$ cat src/rtl/dma_arb_pkg.sv
package dma_arb_pkg;
  typedef enum logic {GRP_A = 1'b0, GRP_B = 1'b1} grp_e;
  typedef enum logic {CLS_LO = 1'b0, CLS_HI = 1'b1} cls_e;
  localparam int unsigned CFG_DW = 32;
  localparam int unsigned QB_LSB = 8;
endpackage

$ cat src/rtl/dma_arb_regs.sv
module dma_arb_regs
  import dma_arb_pkg::*;
#(
  parameter int unsigned NF = 7,
  parameter int unsigned RW = 4
) (
  input  logic              clk,
  input  logic              rst_n,
  input  logic              we,
  input  logic              addr,
  input  logic [CFG_DW-1:0] wdata,
  output logic [CFG_DW-1:0] rdata,
  output logic [NF-1:0]     prio,
  output logic [RW-1:0]     quota_a,
  output logic [RW-1:0]     quota_b
);
  localparam logic [RW-1:0] ONE = RW'(1);

  logic [RW-1:0] wa, wb;
  assign wa = wdata[RW-1:0];
  assign wb = wdata[QB_LSB +: RW];

  always_ff @(posedge clk or negedge rst_n) begin
    if (!rst_n) begin
      prio    <= '0;
      quota_a <= ONE;
      quota_b <= ONE;
    end else if (we) begin
      if (!addr) begin
        prio <= wdata[NF-1:0];
      end else begin
        quota_a <= (wa == '0) ? ONE : wa;
        quota_b <= (wb == '0) ? ONE : wb;
      end
    end
  end

  always_comb begin
    rdata = '0;
    if (!addr) begin
      rdata[NF-1:0] = prio;
    end else begin
      rdata[RW-1:0]        = quota_a;
      rdata[QB_LSB +: RW]  = quota_b;
    end
  end
endmodule

$ cat src/rtl/dma_arb_rr_pick.sv
module dma_arb_rr_pick #(
  parameter int unsigned NF = 7,
  parameter int unsigned IW = 3
) (
  input  logic [NF-1:0] mask,
  input  logic [IW-1:0] ptr,
  output logic          found,
  output logic [IW-1:0] idx
);
  always_comb begin
    found = 1'b0;
    idx   = '0;
    for (int k = 0; k < int'(NF); k++) begin
      int j;
      j = int'(ptr) + k;
      if (j >= int'(NF)) j = j - int'(NF);
      if (!found && mask[j]) begin
        found = 1'b1;
        idx   = IW'(j);
      end
    end
  end
endmodule

$ cat src/rtl/dma_arb_group_sel.sv
module dma_arb_group_sel #(
  parameter int unsigned RW = 4
) (
  input  logic          clk,
  input  logic          rst_n,
  input  logic          any_a,
  input  logic          any_b,
  input  logic          take,
  input  logic [RW-1:0] quota_a,
  input  logic [RW-1:0] quota_b,
  output logic          pick_b
);
  logic          turn_b;
  logic [RW-1:0] cnt;
  logic [RW:0]   cnt_nx;
  logic [RW:0]   quota_cur;

  assign pick_b    = any_b && (!any_a || turn_b);
  assign cnt_nx    = {1'b0, cnt} + 1'b1;
  assign quota_cur = turn_b ? {1'b0, quota_b} : {1'b0, quota_a};

  always_ff @(posedge clk or negedge rst_n) begin
    if (!rst_n) begin
      turn_b <= 1'b0;
      cnt    <= '0;
    end else if (take && any_a && any_b) begin
      if (cnt_nx >= quota_cur) begin
        turn_b <= ~turn_b;
        cnt    <= '0;
      end else begin
        cnt <= cnt_nx[RW-1:0];
      end
    end
  end
endmodule

$ cat src/rtl/dma_txfifo_arb.sv
module dma_txfifo_arb
  import dma_arb_pkg::*;
#(
  parameter int unsigned       NUM_FIFO     = 7,
  parameter int unsigned       RATIO_W      = 4,
  parameter logic [NUM_FIFO-1:0] GROUP_B_MASK = 7'b1111000
) (
  input  logic                clk,
  input  logic                rst_n,
  input  logic                cfg_we,
  input  logic                cfg_addr,
  input  logic [31:0]         cfg_wdata,
  output logic [31:0]         cfg_rdata,
  input  logic [NUM_FIFO-1:0] req_pend,
  input  logic [NUM_FIFO-1:0] space_ok,
  input  logic [NUM_FIFO-1:0] pkt_done,
  output logic [NUM_FIFO-1:0] grant,
  output logic                grant_vld
);
  localparam int unsigned IW    = (NUM_FIFO > 1) ? $clog2(NUM_FIFO) : 1;
  localparam int unsigned SLOTS = 4;  // {group, class}

  logic [NUM_FIFO-1:0] prio;
  logic [RATIO_W-1:0]  quota_a, quota_b;
  logic [NUM_FIFO-1:0] elig;

  logic [SLOTS-1:0][NUM_FIFO-1:0] cand;
  logic [SLOTS-1:0][IW-1:0]       ptr_q;
  logic [SLOTS-1:0][IW-1:0]       hit_idx;
  logic [SLOTS-1:0]               hit;

  logic    any_a, any_b, pick_b, take;
  logic [IW-1:0] win_idx;
  cls_e    win_cls;

  logic    locked;
  logic [IW-1:0] own_idx;
  cls_e    own_cls;
  grp_e    own_grp;
  logic    done_hit;
  logic [IW-1:0] own_nxt;

  dma_arb_regs #(.NF(NUM_FIFO), .RW(RATIO_W)) u_regs (
    .clk     (clk),
    .rst_n   (rst_n),
    .we      (cfg_we),
    .addr    (cfg_addr),
    .wdata   (cfg_wdata),
    .rdata   (cfg_rdata),
    .prio    (prio),
    .quota_a (quota_a),
    .quota_b (quota_b)
  );

  assign elig = req_pend & space_ok;

  for (genvar s = 0; s < int'(SLOTS); s++) begin : g_slot
    localparam logic [NUM_FIFO-1:0] GMASK = (s >= 2) ? GROUP_B_MASK : ~GROUP_B_MASK;
    localparam bit HI = (s % 2) == 1;
    assign cand[s] = elig & GMASK & (HI ? prio : ~prio);
    dma_arb_rr_pick #(.NF(NUM_FIFO), .IW(IW)) u_pick (
      .mask  (cand[s]),
      .ptr   (ptr_q[s]),
      .found (hit[s]),
      .idx   (hit_idx[s])
    );
  end

  assign any_a = hit[0] | hit[1];
  assign any_b = hit[2] | hit[3];
  assign take  = !locked && (any_a || any_b);

  dma_arb_group_sel #(.RW(RATIO_W)) u_gsel (
    .clk     (clk),
    .rst_n   (rst_n),
    .any_a   (any_a),
    .any_b   (any_b),
    .take    (take),
    .quota_a (quota_a),
    .quota_b (quota_b),
    .pick_b  (pick_b)
  );

  always_comb begin
    if (hit[{pick_b, 1'b1}]) begin
      win_idx = hit_idx[{pick_b, 1'b1}];
      win_cls = CLS_HI;
    end else begin
      win_idx = hit_idx[{pick_b, 1'b0}];
      win_cls = CLS_LO;
    end
  end

  assign done_hit = locked && pkt_done[own_idx];
  assign own_nxt  = (own_idx == IW'(NUM_FIFO - 1)) ? '0 : own_idx + 1'b1;

  always_ff @(posedge clk or negedge rst_n) begin
    if (!rst_n) begin
      locked  <= 1'b0;
      own_idx <= '0;
      own_cls <= CLS_LO;
      own_grp <= GRP_A;
    end else if (take) begin
      locked  <= 1'b1;
      own_idx <= win_idx;
      own_cls <= win_cls;
      own_grp <= pick_b ? GRP_B : GRP_A;
    end else if (done_hit) begin
      locked <= 1'b0;
    end
  end

  always_ff @(posedge clk or negedge rst_n) begin
    if (!rst_n) begin
      ptr_q <= '0;
    end else if (done_hit) begin
      for (int s = 0; s < int'(SLOTS); s++) begin
        if (2'(s) == {own_grp, own_cls}) ptr_q[s] <= own_nxt;
      end
    end
  end

  assign grant     = locked ? (NUM_FIFO'(1) << own_idx) : '0;
  assign grant_vld = locked;
endmodule

$ cat config.mk
export PLATFORM = sky130hd
export DESIGN_NAME = dma_txfifo_arb
export DESIGN_NICKNAME = d
export VERILOG_FILES = /design/src/rtl/dma_arb_pkg.sv /design/src/rtl/dma_arb_regs.sv /design/src/rtl/dma_arb_rr_pick.sv /design/src/rtl/dma_arb_group_sel.sv /design/src/rtl/dma_txfifo_arb.sv
export SDC_FILE = /design/constraint.sdc
export NUM_CORES = 1
export LEC_CHECK = 0
export BUFFER_PORTS_ARGS = -buffer_cell sky130_fd_sc_hd__buf_2
export CORE_MARGIN = 2
export CORE_UTILIZATION = 60
export CTS_CLUSTER_SIZE = 16
export DETAILED_ROUTE_END_ITERATION = 8
export HOLD_SLACK_MARGIN = 0.03
export PLACE_DENSITY = 0.82
export SLEW_MARGIN = 20
export SYNTH_ARGS = -nofsm -noshare
export SYNTH_HDL_FRONTEND = slang
export SYNTH_SLANG_ARGS = --single-unit
$ cat constraint.sdc
create_clock -name clk -period 5.3 [get_ports clk]
set_clock_uncertainty 0.2 [all_clocks]
set_input_delay 0.53 -clock clk [delete_from_list [all_inputs] [get_ports clk]]
set_output_delay 0.53 -clock clk [all_outputs]
set_load 0.01 [all_outputs]
=== After elaboration in Yosys (flattened, before gate mapping) ===
Index checks and enable logic that the tools add are counted.
Widths: inputs -> output; s select.

* Bitwise gates (word level): 10
* Reduce and logical (&&, ||, !) cells: 68
* $add $sub $neg: 54
* Shift-type cells: 1
* Equal/unequal tests: 4
* Order comparisons: 60
* Multiplexer cells: 190

{| class="wikitable"
|+ Operators with widths
! cell !! number
|-
| $lt 32x5->1 const B || 28
|-
| $mux 32 || 28
|-
| $ge 32x4->1 const B || 24
|-
| $sub 32x4->32 const B || 24
|-
| $mux 3 || 35
|-
| $mux 1 || 91
|-
| $bmux 1 s3 || 29
|-
| $add 3x3->4 const B || 12
|-
| $add 3x2->4 const B || 8
|-
| $logic_and 1x1->1 || 29
|-
| $logic_not 1->1 || 26
|-
| $mux 4 || 6
|-
| $and 7x7->7 || 3
|-
| $add 3x1->4 const B || 4
|-
| $sub 3x3->4 const B || 4
|-
| $and 3x7->7 || 2
|-
| $reduce_and 2->1 || 7
|-
| $ge 3x3->1 const B || 4
|-
| $logic_not 4->1 || 2
|-
| $mux 7 || 1
|-
| $not 7->7 || 1
|-
| $shl 1x3->7 const A || 1
|-
| $lt 2x3->1 const B || 2
|-
| $add 4x1->5 const B || 1
|-
| other kinds (11) || 15
|}

* Flip-flop bits (word level): 38
* Output and inout bits: 40
* Input port bits: 57
* Word-level logic and storage cells: 400

=== Depth between registers and ports, before layout ===
* Word-level depth: 31
* Depth in mapped cells: 17
* Mapped depth without buffers: 15

=== By module ===
A second synthesis with hierarchy kept.

* Cell total of the unflattened synthesis: 1142
* Area, all modules: 9161.3 um^2

{| class="wikitable"
|+ Modules (own cells, without submodules)
! module !! area an instance (um^2) !! cells each !! times used
|-
| dma_arb_rr_pick (g_slot[1].u_pick ...) || 1682.9 || 229 || 3
|-
| dma_arb_rr_pick (g_slot[0].u_pick) || 1696.6 || 229 || 1
|-
| dma_txfifo_arb || 1108.6 || 111 || 1
|-
| dma_arb_regs || 897.1 || 72 || 1
|-
| dma_arb_group_sel || 410.4 || 43 || 1
|}

=== Least setup slack after synthesis ===
No wires, ideal clock.

* Path kind: register to register
* From: reg ptr_q[9] (netlist bit)
* To: reg own_idx[0]
* Setup slack: 468 ps
* Setup time: 140 ps
* Stages on the path, launching flop included: 17
* Data required time: 4960 ps
* Arrival time: 4491 ps
* Path buffers: 3
* Path through: dfrtp_1 buf_4 clkbuf_1 inv_1 ha_1 mux2i_1 mux2_4 a211o_1 or3b_4 or3_4 nor4_4 nand4bb_1 buf_2 a311oi_4 mux2_4 nor2_1 o31ai_2

* Longest elaborated chain between the ends: 29
* Elaborated cells on any way between the ends: 85

{| class="wikitable"
|+ Ends and longest elaborated chain
! what !! line !! source
|-
| from (decl) || dma_txfifo_arb.sv:28 || <nowiki>logic [SLOTS-1:0][IW-1:0] ptr_q;</nowiki>
|-
| from (signal, indexed assignment) || dma_txfifo_arb.sv:118 || <nowiki>if (2'(s) == {own_grp, own_cls}) ptr_q[s] <= own_nxt;</nowiki>
|-
| branches (longest 29 deep; another with $sub 32x4->32) || -- ||
|-
| to (signal assigned) || dma_txfifo_arb.sv:105 || <nowiki>own_idx <= win_idx;</nowiki>
|-
| to (decl) || dma_txfifo_arb.sv:37 || <nowiki>logic [IW-1:0] own_idx;</nowiki>
|}

Parallel ways; which one is timed is not known. The select of a mux whose other input is x is not followed.
A chain may end at the register's enable or synchronous reset.

=== Final worst setup path ===
* From: reg ptr_q[6] (netlist bit)
* To: reg own_idx[0]

Same word-level chain as after synthesis.

==> results by stage <==
Run status:
- The run finished with clean final reports.

Global route:
- The initial antenna violation count is 0.
- In the global route stage, overall resource usage came out at 0.292.
- The global-route wire length before repair is 28.3 mm.
- The via count of the first global-routing pass is approximately 6.3k.
- The total grt overflow is 0.
- Entering global routing, the biggest net connects 39 pins.

Logic synthesis:
- The cell count after synthesis is slightly above 800.
- The number of enable-type register cells in the synthesized netlist is 0.
- The flop and latch count out of synthesis is 38.
- Among all flip-flop cells after synthesis, the most frequent one is sky130_fd_sc_hd__dfrtp_1.
- The area of the mapped netlist is between 6000 and 7000 sq um.
- The post-synthesis sequential area ratio is 0.148.
- For this run, asynchronously set or reset flops after synthesis account for 1.00.
- Each instance of the synthesized netlist takes up on average 7.74 sq um.
- For this run, the number of Yosys warnings is 0.
- The count of distinct cell types in the synthesized netlist is 81.

Setup path:
- The worst register-to-register path has a depth of 13.
- The worst setup path startpoint is ptr_q[6]$_DFFE_PN0P_.
- Along the worst path, the maximum fanout reaches 10.
- The largest single stage delay on the critical path is about 570 ps.
- The endpoint of the lowest-slack register-to-register path is own_idx[0]$_DFFE_PN0P_.
- The cell with the biggest individual delay on the critical path is sky130_fd_sc_hd__xnor2_1.
- The last element of the critical path is own_idx[0]$_DFFE_PN0P_.
- The signal on the critical path passes through clkinv_1 -> ha_1 -> xnor2_1 -> nor3_1 -> o31ai_1 -> o2111ai_1 -> nand3_1 -> or3b_2 -> nand4bb_1 -> a311oi_4 -> mux2_4 -> nor2_1 -> o31ai_2.
- The required time of the critical path is between 5000 and 6000 ps.
- The sort of element at the start of the critical path is a flip-flop.
- The nature of the critical path endpoint is a flip-flop.
- In this run the critical register-to-register path is launched from ptr_q[6]$_DFFE_PN0P_.
- For the worst setup path, the data arrival time is about 5000 ps.
- Across all register-to-register paths, the minimum setup slack is between 300 and 400 ps.
- The type of the setup path with the least slack is flip-flop to flip-flop.

Timing:
- The number of hold violations in the final report is 0.
- The relative max-transition margin is 0.364.
- The hold slack is roughly 130 ps.
- The slew of the pin with the lowest slew margin is 930 ps.
- Timing would allow up to between 200 and 250 MHz.
- The max-slew violation count is 0.
- The routed design could run at a clock period as short as around 4900 ps.
- Setup repair after global routing left no endpoint under its margin.
- In the finished design, the share of the clock period the worst path needs comes to 0.927.
- The final sum of negative setup slack is 0 ps.
- The number of setup violations in the final report is 0.

Drt:
- The iteration count of the initial detailed-routing pass is 5.
- The total wire length is 17.1 mm.
- The detailed router used layers up to and including met4.
- Wire segments on met3 add up to ~1.2 mm in the final route.
- In the routed layout, each cell is associated on average with a via count of 6.37.
- The detailed router's first-iteration violation count is roughly 520.
- The wire length on met1 is roughly 7.3 mm.
- The total vias in the final route is roughly 6.4k.
- Wire segments on met2 add up to approximately 8.3 mm in the final route.
- The number of remaining DRC errors is 0.
- After detailed routing, the average wire length per cell comes to ~17 um.
- In this run the remaining antenna-violating nets after routing total 0.

Floorplanning:
- The total I/O pin count is 97.
- The number of rows in the core area is 37.
- The die width is around 110 um.
- The floorplan step set the die height to around 110 um.
- The initial utilization of the core area, before any placement, comes to 0.620.
- The total core area is 10400 sq um.
- The area enclosed by the die boundary is around 12000 sq um.

CTS:
- In this run the post-CTS setup repair buffer count came out at 0.
- Clock tree synthesis inserted a total of 5 buffers.
- Clock-pin slew was measured on the worst setup and hold paths at ~80 ps.
- The CTS tree is yes.
- For the worst-skew pair, the clock arrives at the later sink with an insertion delay of around 300 ps.
- The quantity of gates resized following cts is 0.
- The buffer type at the clock tree root is sky130_fd_sc_hd__clkbuf_8.
- The number of buffers inserted by hold repair at cts is 0.
- The clock sink count is 38.
- No sink is reached through more buffers than the 2 on the longest clock path.
- The H-tree depth is 2.

Cells and area:
- The fraction of layout cells with a size suffix above 1 is 0.151.
- The area growth from synthesis to layout is 7.52%.
- The fill cell total of the finished layout is 875.
- The antenna diode instance count is 0.
- Measured on the finished design, the core utilization comes to 0.666.
- The final net count is a little under 1k.

Placement:
- The placer congestion estimate is ~1.0.
- Buffers placed on the I/O ports in this run total 54.
- The half-perimeter wire length after detailed placement is 13.2 mm.

Run:
- The tool flagged a number of max-cap violations equal to 0.

Min path:
- In this run the worst hold path is classified as primary input to async pin.
[critical path: cells and delay by family, from the launching register on]
family,cells,cell delay [ps]
AO/OA/AOI/OAI,4,1140
XOR/XNOR,1,570
adder cells (fa/ha/maj),1,350
buffers and inverters,1,340
flip-flops,1,530
multiplexers,1,340
AND/OR/NAND/NOR,5,1330
[routing by layer]
layer	up-vias	GRT usage
met4	0	0.0815
li1	3079	-
met1	3034	0.378
met2	293	0.509
met3	34	0.0357
met5	-	0
[final cells by class]
cell class | instances | area (sq um) | share of cell area
clock inverter | 2 | 60.1 | 0.00869
sequential | 38 | 953 | 0.138
inverter | 36 | 135 | 0.0196
clock buffer | 6 | 82.6 | 0.0120
timing repair buffer | 68 | 375 | 0.0543
tap | 136 | 170 | 0.0246
multi-input combinational | 725 | 5130 | 0.743
[kinds of logic after synthesis]
kind of cell             Yosys count  share of synthesized area
AO/OA/AOI/OAI                    211                      0.220
XOR/XNOR                          37                     0.0504
adder cells (fa/ha/maj)           62                      0.125
buffers and inverters             87                     0.0647
flip-flops                        38                      0.148
multiplexers                      69                      0.117
other                              1                   0.000584
AND/OR/NAND/NOR                  325                      0.274
[synth_stat cells (4+ instances only)]
cell                        number  share of area
sky130_fd_sc_hd__ha_1           58           0.11
sky130_fd_sc_hd__xnor2_1        23          0.031
sky130_fd_sc_hd__nor4_1          5         0.0049
sky130_fd_sc_hd__o21ai_0        58          0.045
sky130_fd_sc_hd__and3_1         10         0.0097
sky130_fd_sc_hd__o2111ai_1       4         0.0055
sky130_fd_sc_hd__a211oi_1        8         0.0093
sky130_fd_sc_hd__a21boi_0        5         0.0058
sky130_fd_sc_hd__a32oi_1         6         0.0082
sky130_fd_sc_hd__clkbuf_1       21          0.012
sky130_fd_sc_hd__nor2b_1        18          0.018
sky130_fd_sc_hd__mux2i_1        36          0.056
sky130_fd_sc_hd__nand3b_1       15          0.018
sky130_fd_sc_hd__nor3_1         20          0.016
sky130_fd_sc_hd__nand2b_1       17          0.017
sky130_fd_sc_hd__o31ai_1         7         0.0082
sky130_fd_sc_hd__xor2_1         14          0.019
sky130_fd_sc_hd__and2_1         13          0.013
sky130_fd_sc_hd__inv_1          35          0.020
sky130_fd_sc_hd__nor2_1         62          0.036
sky130_fd_sc_hd__nand3_1        25          0.019
sky130_fd_sc_hd__o22ai_1         9         0.0088
sky130_fd_sc_hd__a21o_1         12          0.014
sky130_fd_sc_hd__nor4b_1         6         0.0082
sky130_fd_sc_hd__buf_4          22          0.026
sky130_fd_sc_hd__a31oi_1         5         0.0049
sky130_fd_sc_hd__or4_1           5         0.0058
sky130_fd_sc_hd__fa_1            4          0.012
sky130_fd_sc_hd__nor3b_1        10          0.012
sky130_fd_sc_hd__nand4b_1        4         0.0055
sky130_fd_sc_hd__nand4_1         6         0.0058
sky130_fd_sc_hd__mux2_2         30          0.053
sky130_fd_sc_hd__a21oi_1        42          0.033
sky130_fd_sc_hd__nand2_1        78          0.046
sky130_fd_sc_hd__and3b_1         7         0.0095
sky130_fd_sc_hd__or3_1           6         0.0058
sky130_fd_sc_hd__o211ai_1       11          0.013
sky130_fd_sc_hd__buf_2           5         0.0039
sky130_fd_sc_hd__dfrtp_1        36           0.14
sky130_fd_sc_hd__or2_2           6         0.0058
[how the worst min path moves through the flow]
stage / from / endpoint / cells after the start
6_report: rst_n / u_regs.quota_b[3]$_DFFE_PN0P_ / 1
5_1_grt: rst_n / u_gsel.cnt[2]$_DFFE_PN0P_ / 1
4_1_cts: rst_n / u_gsel.cnt[2]$_DFFE_PN0P_ / 1
3_5_place_dp: u_regs.quota_b[0]$_DFFE_PN1P_ / u_regs.quota_b[0]$_DFFE_PN1P_ / 2
3_3_place_gp: u_regs.quota_a[0]$_DFFE_PN1P_ / u_regs.quota_a[0]$_DFFE_PN1P_ / 2
2_1_floorplan: rst_n / grant_vld$_DFFE_PN0P_ / 0
[registers in the layout, summed over array words and instances (netlist names)]
register        cells
own_cls             1
u_gsel.turn_b       1
own_grp             1
u_regs.prio         7
own_idx             3
u_regs.quota_b      4
grant_vld           1
ptr_q              12
u_regs.quota_a      4
u_gsel.cnt          4
[layout by cell type (no fill, tap or decap), types with 6 or more instances in the layout]
master,netlist,routed
sky130_fd_sc_hd__nand4_1,6,6
sky130_fd_sc_hd__buf_2,5,54
sky130_fd_sc_hd__a21oi_1,42,42
sky130_fd_sc_hd__a211oi_1,8,8
sky130_fd_sc_hd__a32oi_1,6,6
sky130_fd_sc_hd__or3_1,6,6
sky130_fd_sc_hd__nor3b_1,10,10
sky130_fd_sc_hd__nor2_1,62,62
sky130_fd_sc_hd__xnor2_1,23,23
sky130_fd_sc_hd__nor3_1,20,20
sky130_fd_sc_hd__clkbuf_8,0,6
sky130_fd_sc_hd__nor2b_1,18,18
sky130_fd_sc_hd__nand3b_1,15,15
sky130_fd_sc_hd__nand2b_1,17,17
sky130_fd_sc_hd__inv_1,35,35
sky130_fd_sc_hd__nand2_1,78,78
sky130_fd_sc_hd__mux2_2,30,30
sky130_fd_sc_hd__nor4b_1,6,6
sky130_fd_sc_hd__o211ai_1,11,11
sky130_fd_sc_hd__and3b_1,7,7
sky130_fd_sc_hd__o22ai_1,9,9
sky130_fd_sc_hd__a21o_1,12,12
sky130_fd_sc_hd__and2_1,13,13
sky130_fd_sc_hd__o31ai_1,7,7
sky130_fd_sc_hd__xor2_1,14,14
sky130_fd_sc_hd__conb_1,1,21
sky130_fd_sc_hd__dfrtp_1,36,36
sky130_fd_sc_hd__buf_4,22,14
sky130_fd_sc_hd__ha_1,58,58
sky130_fd_sc_hd__nand3_1,25,25
sky130_fd_sc_hd__o21ai_0,58,58
sky130_fd_sc_hd__mux2i_1,36,36
sky130_fd_sc_hd__or2_2,6,6
sky130_fd_sc_hd__and3_1,10,10
[stage by stage]
| stage | instance area [sq um] | setup WS [ps] | cells |
|---|---|---|---|
| global route | 6910 | 2.87 | 1011 |
| finish | 6910 | 386 | 1011 |
| floorplan | 6500 | 468 | 850 |
| global placement | 6770 | 565 | 1003 |
| detailed placement | 6770 | 438 | 1003 |
| CTS | 6910 | 410 | 1011 |
Power is left out: the tool's default activity adds up to more than one toggle a clock period on the data nets, which glitch-free logic cannot reach.
